[src/rtl/hsg_pkg.sv]
package hsg_pkg;

   typedef enum logic [1:0] {
      FLT_NONE = 2'b00,
      FLT_GP   = 2'b01,
      FLT_SS   = 2'b10
   } hsg_fault_e;

   typedef struct packed {
      logic       allow;
      logic       drop;
      hsg_fault_e fault;
      logic       split;
   } hsg_result_t;

   localparam hsg_result_t HSG_IDLE = '{allow: 1'b0, drop: 1'b0,
                                       fault: FLT_NONE, split: 1'b0};

endpackage

[src/rtl/hsg_canon_chk.sv]
module hsg_canon_chk #(
   parameter int ADDR_W       = 64,
   parameter int VA4_MSB      = 47,
   parameter int VA5_MSB      = 56,
   parameter bit SUPPORT_5LVL = 1'b1
) (
   input  logic [ADDR_W-1:0] addr,
   input  logic              five_level,
   input  logic              long_mode,
   input  logic              short_addr,
   output logic              canon_bad
);

   localparam int HI4_W = ADDR_W - VA4_MSB;
   localparam int HI5_W = ADDR_W - VA5_MSB;

   logic [HI4_W-1:0] hi4;
   logic             uni4;
   logic             uniform;

   assign hi4  = addr[ADDR_W-1:VA4_MSB];
   assign uni4 = (&hi4) | ~(|hi4);

   generate
      if (SUPPORT_5LVL) begin : g_five
         logic [HI5_W-1:0] hi5;
         logic             uni5;
         assign hi5     = addr[ADDR_W-1:VA5_MSB];
         assign uni5    = (&hi5) | ~(|hi5);
         assign uniform = five_level ? uni5 : uni4;
      end else begin : g_four
         assign uniform = uni4;
      end
   endgenerate

   assign canon_bad = long_mode & ~short_addr & ~uniform;

endmodule

[src/rtl/hsg_split_chk.sv]
module hsg_split_chk #(
   parameter int ADDR_W   = 64,
   parameter int CPL_W    = 2,
   parameter int USER_LVL = 3
) (
   input  logic [ADDR_W-1:0] addr,
   input  logic              fetch,
   input  logic [CPL_W-1:0]  cpl,
   input  logic              sys_access,
   input  logic              short_addr,
   input  logic              enable,
   input  logic              long_mode,
   input  logic              data_guard,
   input  logic              ac_flag,
   output logic              split_bad
);

   localparam logic [CPL_W-1:0] USER_CODE = CPL_W'(USER_LVL);

   logic top_hi;
   logic at_user_lvl;
   logic fetch_bad;
   logic user_data;
   logic data_bad;
   logic guard_hit;
   logic active;

   // short addresses behave as if the top bit were clear
   assign top_hi      = short_addr ? 1'b0 : addr[ADDR_W-1];
   assign at_user_lvl = (cpl == USER_CODE);
   assign active      = enable & long_mode;

   // fetch side: both halves are guarded, no extra control
   always_comb begin
      if (at_user_lvl) fetch_bad = top_hi;
      else             fetch_bad = ~top_hi;
   end

   // data side: system-structure accesses are always supervisor accesses
   assign user_data = at_user_lvl & ~sys_access;
   assign guard_hit = data_guard & (~ac_flag | sys_access);

   always_comb begin
      if (user_data) data_bad = top_hi;
      else           data_bad = ~top_hi & guard_hit;
   end

   assign split_bad = active & (fetch ? fetch_bad : data_bad);

endmodule

[src/rtl/hsg_resolve.sv]
module hsg_resolve
   import hsg_pkg::*;
(
   input  logic        clk,
   input  logic        rst_n,
   input  logic        in_valid,
   input  logic        canon_bad,
   input  logic        split_bad,
   input  logic        stack_access,
   input  logic        nofault,
   output logic        out_valid,
   output hsg_result_t out_res
);

   hsg_result_t nxt;
   logic        any_bad;

   assign any_bad = canon_bad | split_bad;

   always_comb begin
      nxt = HSG_IDLE;
      if (in_valid) begin
         if (!any_bad) begin
            nxt.allow = 1'b1;
         end else begin
            // canonical form outranks the separation check
            nxt.split = ~canon_bad;
            if (nofault) nxt.drop  = 1'b1;
            else         nxt.fault = stack_access ? FLT_SS : FLT_GP;
         end
      end
   end

   always_ff @(posedge clk or negedge rst_n) begin
      if (!rst_n) begin
         out_valid <= 1'b0;
         out_res   <= HSG_IDLE;
      end else begin
         out_valid <= in_valid;
         out_res   <= nxt;
      end
   end

endmodule

[src/rtl/half_split_guard.sv]
module half_split_guard
   import hsg_pkg::*;
#(
   parameter int ADDR_W       = 64,
   parameter int VA4_MSB      = 47,
   parameter int VA5_MSB      = 56,
   parameter bit SUPPORT_5LVL = 1'b1,
   parameter int CPL_W        = 2,
   parameter int USER_LVL     = 3
) (
   input  logic              clk,
   input  logic              rst_n,
   input  logic              req_valid,
   input  logic [ADDR_W-1:0] req_addr,
   input  logic              req_fetch,
   input  logic [CPL_W-1:0]  req_cpl,
   input  logic              req_sys,
   input  logic              req_stack,
   input  logic              req_nofault,
   input  logic              req_short,
   input  logic              cfg_enable,
   input  logic              cfg_long,
   input  logic              cfg_data_guard,
   input  logic              cfg_ac,
   input  logic              cfg_five_level,
   output logic              rsp_valid,
   output logic              rsp_allow,
   output logic              rsp_drop,
   output logic [1:0]        rsp_fault,
   output logic              rsp_split
);

   localparam int MAX_CPL = (1 << CPL_W) - 1;

   generate
      if (VA4_MSB < 1 || VA4_MSB >= ADDR_W - 1) begin : g_bad_va4
         $error("VA4_MSB out of range");
      end
      if (SUPPORT_5LVL && (VA5_MSB <= VA4_MSB || VA5_MSB >= ADDR_W - 1)) begin : g_bad_va5
         $error("VA5_MSB must lie between VA4_MSB and the top bit");
      end
      if (USER_LVL < 1 || USER_LVL > MAX_CPL) begin : g_bad_lvl
         $error("USER_LVL does not fit CPL_W");
      end
   endgenerate

   logic        canon_bad;
   logic        split_bad;
   hsg_result_t res;

   hsg_canon_chk #(
      .ADDR_W      (ADDR_W),
      .VA4_MSB     (VA4_MSB),
      .VA5_MSB     (VA5_MSB),
      .SUPPORT_5LVL(SUPPORT_5LVL)
   ) u_canon (
      .addr      (req_addr),
      .five_level(cfg_five_level),
      .long_mode (cfg_long),
      .short_addr(req_short),
      .canon_bad (canon_bad)
   );

   hsg_split_chk #(
      .ADDR_W  (ADDR_W),
      .CPL_W   (CPL_W),
      .USER_LVL(USER_LVL)
   ) u_split (
      .addr      (req_addr),
      .fetch     (req_fetch),
      .cpl       (req_cpl),
      .sys_access(req_sys),
      .short_addr(req_short),
      .enable    (cfg_enable),
      .long_mode (cfg_long),
      .data_guard(cfg_data_guard),
      .ac_flag   (cfg_ac),
      .split_bad (split_bad)
   );

   hsg_resolve u_resolve (
      .clk         (clk),
      .rst_n       (rst_n),
      .in_valid    (req_valid),
      .canon_bad   (canon_bad),
      .split_bad   (split_bad),
      .stack_access(req_stack),
      .nofault     (req_nofault),
      .out_valid   (rsp_valid),
      .out_res     (res)
   );

   assign rsp_allow = res.allow;
   assign rsp_drop  = res.drop;
   assign rsp_fault = res.fault;
   assign rsp_split = res.split;

endmodule

[config.mk]
export PLATFORM = sky130hd
export DESIGN_NAME = half_split_guard
export DESIGN_NICKNAME = d
export VERILOG_FILES = /design/src/rtl/hsg_pkg.sv /design/src/rtl/hsg_canon_chk.sv /design/src/rtl/hsg_split_chk.sv /design/src/rtl/hsg_resolve.sv /design/src/rtl/half_split_guard.sv
export SDC_FILE = /design/constraint.sdc
export NUM_CORES = 1
export LEC_CHECK = 0
export BUFFER_PORTS_ARGS = -buffer_cell sky130_fd_sc_hd__buf_2
export CORE_MARGIN = 4
export CORE_UTILIZATION = 23
export DETAILED_ROUTE_END_ITERATION = 10
export PLACE_DENSITY = 0.83
export SYNTH_ARGS = -nofsm -noshare
export SYNTH_HDL_FRONTEND = slang
export SYNTH_HIERARCHICAL = 1
export SYNTH_SLANG_ARGS = --single-unit
[constraint.sdc]
create_clock -name clk -period 1.15 [get_ports clk]
set_clock_uncertainty 0.15 [all_clocks]
set_input_delay 0.2875 -clock clk [delete_from_list [all_inputs] [get_ports clk]]
set_output_delay 0.2875 -clock clk [all_outputs]
set_load 0.05 [all_outputs]
## After elaboration in Yosys (flattened, before gate mapping)

Index checks and enable logic that the tools add are counted.
W data, S select, Z words.

| word-level totals | value |
|---|---|
| register bits | 6 |
| input bits | 79 |
| output and inout port bits | 6 |
| word-level logic and storage cells | 40 |

| cells by class | value |
|---|---|
| equal/unequal tests | 1 |
| muxes and demuxes | 11 |
| bitwise operators | 19 |
| reductions and logical operators | 4 |

Operator list:

| operator | count |
|---|---|
| $reduce_and A17 Y1 | 1 |
| $reduce_or A17 Y1 | 1 |
| $not A1 Y1 | 8 |
| $reduce_and A8 Y1 | 1 |
| $reduce_or A8 Y1 | 1 |
| $and A1 B1 Y1 | 7 |
| $mux W1 | 7 |
| $mux W5 | 1 |
| $mux W2 | 2 |
| $mux W4 | 1 |
| $or A1 B1 Y1 | 4 |
| $eq A2 B2 Y1 const B | 1 |

## Logic depth before layout (Yosys ltp)

Gate-level depths: netlist of run 1.

| depth | value |
|---|---|
| depth in word-level cells | 10 |
| depth in mapped cells | 6 |
| mapped depth without buffers | 6 |

## Cells and area by module

Netlist of run 1, hierarchy kept.

Modules (own cells, without submodules):

| module | times used | cells an instance | area each (µm²) | sequential area each (µm²) |
|---|---|---|---|---|
| hsg_resolve | 1 | 13 | 201.4 | 150.1 |
| hsg_canon_chk | 1 | 17 | 100.1 | 0.0 |
| hsg_split_chk | 1 | 9 | 56.3 | 0.0 |

## Worst setup path after synthesis of run 1

No wires, ideal clock.

| path | value |
|---|---|
| kind | input -> register |
| from | in req_addr[60] |
| to | reg u_resolve/out_res[2] in the netlist's numbering |
| library setup time | 0.124 ns |
| data arrival time | 1.393 ns |
| required time | 0.876 ns |
| slack | -0.517 ns |
| cell stages on the path | 6 |
| path through | or4_1 > nor2_1 > nand4_1 > and3_1 > o21ai_2 > nor3b_2 |

RTL lines:

| what | line | source |
|---|---|---|
| from (decl) | half_split_guard.sv:14 | `input logic [ADDR_W-1:0] req_addr,` |
| to (signal assigned) | hsg_resolve.sv:40 | `out_res <= nxt;` |
| to (decl) | hsg_resolve.sv:12 | `output hsg_result_t out_res` |

==> out/metrics.cfg, run 1 <==
[run_status]
outcome=finished with violations
violations=negative setup slack

[route]
remaining_drc_errors=0
vias_per_cell=4.99
vias=494
wl_per_cell_um=11.8
wl_um=1170
antenna_left=0
first_pass_iters=4
first_iter_violations=3

[sta]
clock.fmax_mhz=653
grt_setup_unrepaired=true
post-route-worst-setup-slack_ns=-0.382
slew_viol_final=0
setup_viol=11
finalHoldViolations=0
relSlewSlack_pct=74.5
tns_ns=-2.03
fin_crit_sh_pct=133
tightest_slew_ns=0.383
period_minus_slack_ns=1.53
whs_ns=0.0567

[logic_synthesis]
synth_nets=118
yosysTopAreaCellShare_pct=42.0
synth_top_family_by_area=simple AND/OR/NAND/NOR gates
synth_compound_area_share_pct=13.6
synth-adder-area-share_pct=0
synth_xor_area_share_pct=0
synth_edf_count=0
yosysMostFrequentCell=dfrtp_1
syn_area_um2=358
synth.area.mux_share_pct=0
synth.area.top_cells=dfrtp_1 (42%), nand4_1 (8.7%), a21oi_1 (4.2%), a221oi_2 (4.2%), nor2_1 (4.2%)
synth.top_cells.by_count=dfrtp_1 (6), nand4_1 (5), nor2_1 (4)
synth-simple-area-share_pct=43.4
synth_warnings=6
async_reset_ff_share_pct=100
ys_seq_elements=6
synth_ff_type=dfrtp_1
ys_seq_area_share_pct=42.0
yosys.area.top_type=dfrtp_1
synth.distinct_cells=21
postSynthCellCount=39
post_synth.cell_area_avg_um2=9.18

[worst_setup_path]
worstPathMaxFanout=3
worstPathRequired_ns=1.12
cpMaxStageDelayCell=or4_4
worst-path-buf-inv=1
cp-start-kind=primary input
cp.arrival_ns=1.51
path_delay_family=simple AND/OR/NAND/NOR gates
critical_path.endpoint_type=flop
cpPeakStageDelay_ns=0.54
crit_type=primary input to flop
crit_chain=buf_6 > or4_4 > nor2_4 > nand4_1 > and3_4 > o21ai_4 > nor3_1

[power_and_ir_drop]
switching_share_pct=27.3
clockPowerShare_pct=31.4
irDropWorstVdd_v=0.000312
powerDensity_mw_per_mm2=845
p_seq_share_pct=38.1
internal_power_uw=428
p_switching_uw=160
pwr-share-comb_pct=30.5
leakagePower_nw=0.337

[floorplanning]
core_mm2=0.00138
initial_utilization_pct=25.9
rows=13
io_pins=85
dieArea_mm2=0.00225
fp.dieW_um=47.4
die_h_um=47.4

[clock_network]
cts_buffer_depth=2
cts-root-buf=clkbuf_4
htreeDepth=1
numCtsBuffers=3
tritoncts=built
clock_sinks=6
cts.reportedPaths.clkPinSlew_ns=0.04

[finish]
post-route-util_pct=50.3
area_delta_synth_final_pct=94.4
drive_gt1_share_pct=61.9
diodes=0
fin_nets=165

[placed_design]
dp_slack_ns=-0.672
hpwl_um=998
place_congestion=0.692
io_buffers=37

[flow_run]
cap_violations=0

[global_route]
grtUsageTotal_pct=10.7
grt_max_degree=7
grt_pass1_wl_um=1690
first_global_vias=470
gr-total-overflow=0
antenna_found_initial=0

[worst_hold_path]
hold_class=primary input to flop
worstHoldStart=req_stack
min_path_cells=2
hold_end=u_resolve/out_res[1]$_DFF_PN0_

[what timing repair did]
item | CTS | global route
endpoints found under the setup margin | 11 | 11
gates resized for setup | 17 | 0
pin swaps | 7 | 2
hold endpoints to repair | 6 | 0
hold buffers | 1 | 0
buffers inserted | 0 | 0
[layer usage]
metal | wire, um | GRT usage [%] | up-vias
li1 | - | - | 239
met1 | 419 | 10.4 | 223
met2 | 596 | 19.8 | 28
met3 | 122 | 1.50 | 4
met4 | 27 | 8.29 | 0
met5 | 0 | 0 | -
[power by group through the flow]
stage	clock network (mW)	registers [mW]	logic (mW)
after floorplan	0	0.257	0.0382
after global placement	0	0.225	0.155
after detailed placement	0	0.225	0.161
after CTS	0.195	0.224	0.180
after global routing	0.200	0.224	0.194
final	0.185	0.224	0.179
[metrics by stage]
stage                     instances  instance area (um2)  power (mW)
after global placement           95                  604       0.380
after detailed placement         95                  604       0.385
after CTS                        99                  696       0.599
after floorplan                  39                  370       0.295
final                            99                  696       0.588
after global routing             99                  696       0.618
[cell type report]
type	count	area (um2)
inverter	1	3.75
multi-input combinational	32	231
fill	139	687
sequential	6	150
timing repair buffer	42	269
clock buffer	3	22.5
tap	15	18.8
[cell families (layout without fill, tap and decap cells)]
logic type             after synthesis  after routing
and+or+nand+nor                     25             25
AOI/OAI and AO/OA                    7              7
DFF                                  6              6
buffers and inverters                1             46
[layout by cell type (no fill, tap or decap), drive strengths merged, types with 2 or more instances in the layout]
| master | count |
|---|---|
| nor2b | 2 |
| or4 | 2 |
| nor2 | 4 |
| nand4 | 5 |
| clkbuf | 3 |
| o21ai | 3 |
| dfrtp | 6 |
| a21oi | 3 |
| nor3b | 2 |
| nand2 | 2 |
| buf | 41 |
| nor3 | 2 |
[worst max path at each step]
| stage | startpoint | endpoint | slack, ns | cells after the start |
|---|---|---|---|---|
| 2_1_floorplan | req_addr[60] | u_resolve/out_res[2]$_DFF_PN0_ | -0.50 | 6 |
| 3_3_place_gp | req_addr[60] | u_resolve/out_res[3]$_DFF_PN0_ | -0.64 | 7 |
| 3_5_place_dp | req_addr[60] | u_resolve/out_res[3]$_DFF_PN0_ | -0.67 | 7 |
| 4_1_cts | req_addr[59] | u_resolve/out_res[1]$_DFF_PN0_ | -0.39 | 7 |
| 5_1_grt | req_addr[59] | u_resolve/out_res[1]$_DFF_PN0_ | -0.42 | 7 |
| 6_report | req_addr[59] | u_resolve/out_res[1]$_DFF_PN0_ | -0.38 | 7 |
[state kept, by name, summed over array words and instances, names as in the netlist]
name	cells
u_resolve/out_valid	1
u_resolve/out_res	5
Note: power is estimated with default switching activity, not from simulation.
==> run 2: changes to the inputs <==
--- a/config.mk
+++ b/config.mk
@@ -7,10 +7,10 @@
 export LEC_CHECK = 0
 export BUFFER_PORTS_ARGS = -buffer_cell sky130_fd_sc_hd__buf_2
 export CORE_MARGIN = 4
-export CORE_UTILIZATION = 23
+export CORE_UTILIZATION = 24
 export DETAILED_ROUTE_END_ITERATION = 10
+export HOLD_SLACK_MARGIN = 0.1
 export PLACE_DENSITY = 0.83
 export SYNTH_ARGS = -nofsm -noshare
 export SYNTH_HDL_FRONTEND = slang
-export SYNTH_HIERARCHICAL = 1
 export SYNTH_SLANG_ARGS = --single-unit
==> run 2 against run 1 <==
Against the previous run:
- the run still ends with negative setup slack left
- critical path depth did not move
- via count grew 1.0%
- non-clock buffer count unchanged
- final area rose by 4.5%
- utilization shrank 2.1 points
- maximum frequency rose by 9.8%
- count of clock-buffer cells in the layout stayed put
- sequential share of layout area decreased by 0.93 points
- power grew 5.0%
- critical path type unchanged
- highest routed layer is now met3
==> out/metrics.cfg, run 2 <==
[logic_synthesis]
synth_warnings=0  ; -6
synth_ff_type=dfrtp_1
async_reset_ff_share_pct=100  ; unchanged
ys_seq_area_share_pct=39.6  ; -2.4 points
synth.area.top_cells=dfrtp_1 (40%), nand2_1 (5.0%), nand4_1 (5.0%), nor2_1 (5.0%), nor4_1 (5.0%)
postSynthCellCount=42  ; +7.7%
yosys.area.top_type=dfrtp_1
synth.top_cells.by_count=dfrtp_1 (6), nand2_1 (5), nor2_1 (5)
post_synth.cell_area_avg_um2=9.03  ; -1.6%
synth_edf_count=0  ; unchanged
synth_nets=121  ; +2.5%
yosysMostFrequentCell=dfrtp_1
ys_seq_elements=6  ; unchanged
synth.distinct_cells=20  ; -4.8%
yosysTopAreaCellShare_pct=39.6  ; -2.4 points
syn_area_um2=379  ; +5.9%

[global_route]
antenna_found_initial=0  ; unchanged
grt_max_degree=7  ; unchanged
first_global_vias=477  ; +1.5%
grtUsageTotal_pct=10.8  ; +0.090 points
gr-total-overflow=0  ; unchanged
grt_pass1_wl_um=1720  ; +1.7%

[power_and_ir_drop]
irDropWorstVdd_v=0.000297  ; -4.7%
p_total_uw=618  ; +5.0%
p_seq_share_pct=36.3  ; -1.8 points
pwr-share-comb_pct=32.3  ; +1.8 points
internal_power_uw=434  ; +1.4%
switching_share_pct=29.8  ; +2.5 points
clockPowerShare_pct=31.4  ; about the same
leakagePower_nw=0.349  ; +3.6%
powerDensity_mw_per_mm2=849  ; +0.48%
p_switching_uw=184  ; +15%

[worst_setup_path]
worstPathRequired_ns=1.17  ; +0.05 ns
worst-path-buf-inv=3  ; +2
path_delay_family=compound AO/OA/AOI/OAI gates
cp.arrival_ns=1.42  ; -0.09 ns
cpMaxStageDelayCell=a221oi_4
worstPathMaxFanout=2  ; -1
crit_type=primary input to flop
crit_chain=buf_6 > nand2b_4 > o31a_1 > a221oi_4 > buf_4 > inv_2 > nor2_1
cpPeakStageDelay_ns=0.34  ; -0.20 ns
critical_path.endpoint_type=flop
cp-start-kind=primary input

[clock_network]
htreeDepth=1  ; unchanged
numCtsBuffers=3  ; unchanged
cts-root-buf=clkbuf_4
tritoncts=built
ctsHoldBuffers=2  ; +1
cts_buffer_depth=2  ; unchanged
cts.reportedPaths.clkPinSlew_ns=0.05  ; about the same
clock_sinks=6  ; unchanged

[worst_hold_path]
hold_class=primary input to flop

[sta]
whs_ns=0.0715  ; +0.0148 ns
tightest_slew_ns=0.422  ; +0.0389 ns
slew_viol_final=0  ; unchanged
post-route-worst-setup-slack_ns=-0.246  ; +0.137 ns
fin_crit_sh_pct=121  ; -12 points
finalHoldViolations=0  ; unchanged
grt_setup_unrepaired=true
clock.fmax_mhz=717  ; +9.8%
setup_viol=11  ; unchanged
relSlewSlack_pct=71.6  ; -2.9 points
period_minus_slack_ns=1.40  ; -0.137 ns

[floorplanning]
initial_utilization_pct=25.2  ; -0.72 points
rows=14  ; +1
dieArea_mm2=0.00228  ; +1.3%
fp.dieW_um=47.7  ; +0.63%
core_mm2=0.00151  ; +9.0%
io_pins=85  ; unchanged
die_h_um=47.7  ; +0.63%

[finish]
largest_reg_flops=5  ; unchanged
final_cell_mix=buf_2 (30), buf_6 (7), dfrtp_1 (6)
final_common_cell=buf_2
nFillCells=151  ; +8.6%
top_register=u_resolve.out_res
design_area_um2=727  ; +4.5%
fin_nets=168  ; +1.8%
area_delta_synth_final_pct=91.7
top_regs=u_resolve.out_res: 5 flops, u_resolve.out_valid: 1 flops
diodes=0  ; unchanged
drive_gt1_share_pct=62.1  ; +0.16 points
finalNonFillerCells=103  ; +4.0%

[placed_design]
dpl_cell_area_um2=592  ; -2.1%
hpwl_um=986  ; -1.2%
io_buffers=37  ; unchanged
place_congestion=0.661  ; -4.5%
place_inst=96  ; +1.1%

[run_status]
violations=negative setup slack
outcome=finished with violations

[route]
first_iter_violations=4  ; +1
first_pass_iters=4  ; unchanged
remaining_drc_errors=0  ; unchanged
wl_per_cell_um=12.6  ; +7.2%
vias_per_cell=4.84  ; -2.9%
antenna_left=0  ; unchanged
wl_um=1300  ; +11%
vias=499  ; +1.0%

[flow_run]
cap_violations=0  ; unchanged

[run 2: changes by cell type after synthesis, moves of 2 or more]
cell / before / now
inv_1: 1 / 3
a31o_2: 0 / 2
nand4_1: 5 / 3
nand3_1: 0 / 2
or4_1: 2 / 0
nand2_1: 2 / 5
nor4_1: 1 / 3
a21oi_1: 3 / 1
[run 2: metrics by stage]
stage / util, % / setup TNS [ns] / setup WS, ns
4_1_cts: 47.0 / -1.43 / -0.275
3_5_place_dp: 39.3 / -2.35 / -0.488
6_report: 48.3 / -1.30 / -0.246
5_1_grt: 48.3 / -1.63 / -0.309
3_3_place_gp: 39.3 / -2.25 / -0.470
2_1_floorplan: - / -1.34 / -0.328
[run 2: timing repair]
action                                  CTS  global route
hold endpoints to repair                  8             1
gates resized for setup                  15             4
pin swaps                                 4             3
setup buffers                             2             0
endpoints found under the setup margin   11            11
[run 2: layout make-up]
class,instances,area (um2),share of cell area [%]
clock buffers,3,22.5,3.10
flip-flops and latches,6,150,20.7
repair buffers,42,272,37.3
inverters,3,11.3,1.55
multi-input cells,33,251,34.6
well taps,16,20.0,2.75
[run 2: cell families after synthesis]
family	Yosys count	share of synthesized area, %
simple gates	24	36.3
compound gates	8	18.8
flops	6	39.6
buf+inv	3	2.97
xor+xnor	1	2.31
[run 2: power by group through the flow]
stage	sequential [mW]	combinational, mW	clock, mW
CTS	0.224	0.191	0.198
global placement	0.225	0.158	0
finish	0.224	0.200	0.194
global route	0.225	0.216	0.204
floorplan	0.257	0.0440	0
detailed placement	0.225	0.162	0
[run 2: worst paths after layout]
kind                                                  end  startpoint  depth (start not counted)  slack (ns)
worst max-delay path       u_resolve.out_res[0]$_DFF_PN0_   req_short                          7       -0.25
worst min-delay path       u_resolve.out_res[1]$_DFF_PN0_   req_stack                          2        0.07
max in group asynchronous   u_resolve.out_valid$_DFF_PN0_       rst_n                          2        0.45
min in group asynchronous  u_resolve.out_res[4]$_DFF_PN0_       rst_n                          2        0.25
[run 2: layer usage]
layer / track usage [%] / vias to the layer above / wire length, um
li1: - / 251 / -
met1: 9.15 / 226 / 413
met2: 23.2 / 22 / 773
met3: 1.50 / 0 / 113
met4: 4.84 / 0 / 0
met5: 0 / - / 0
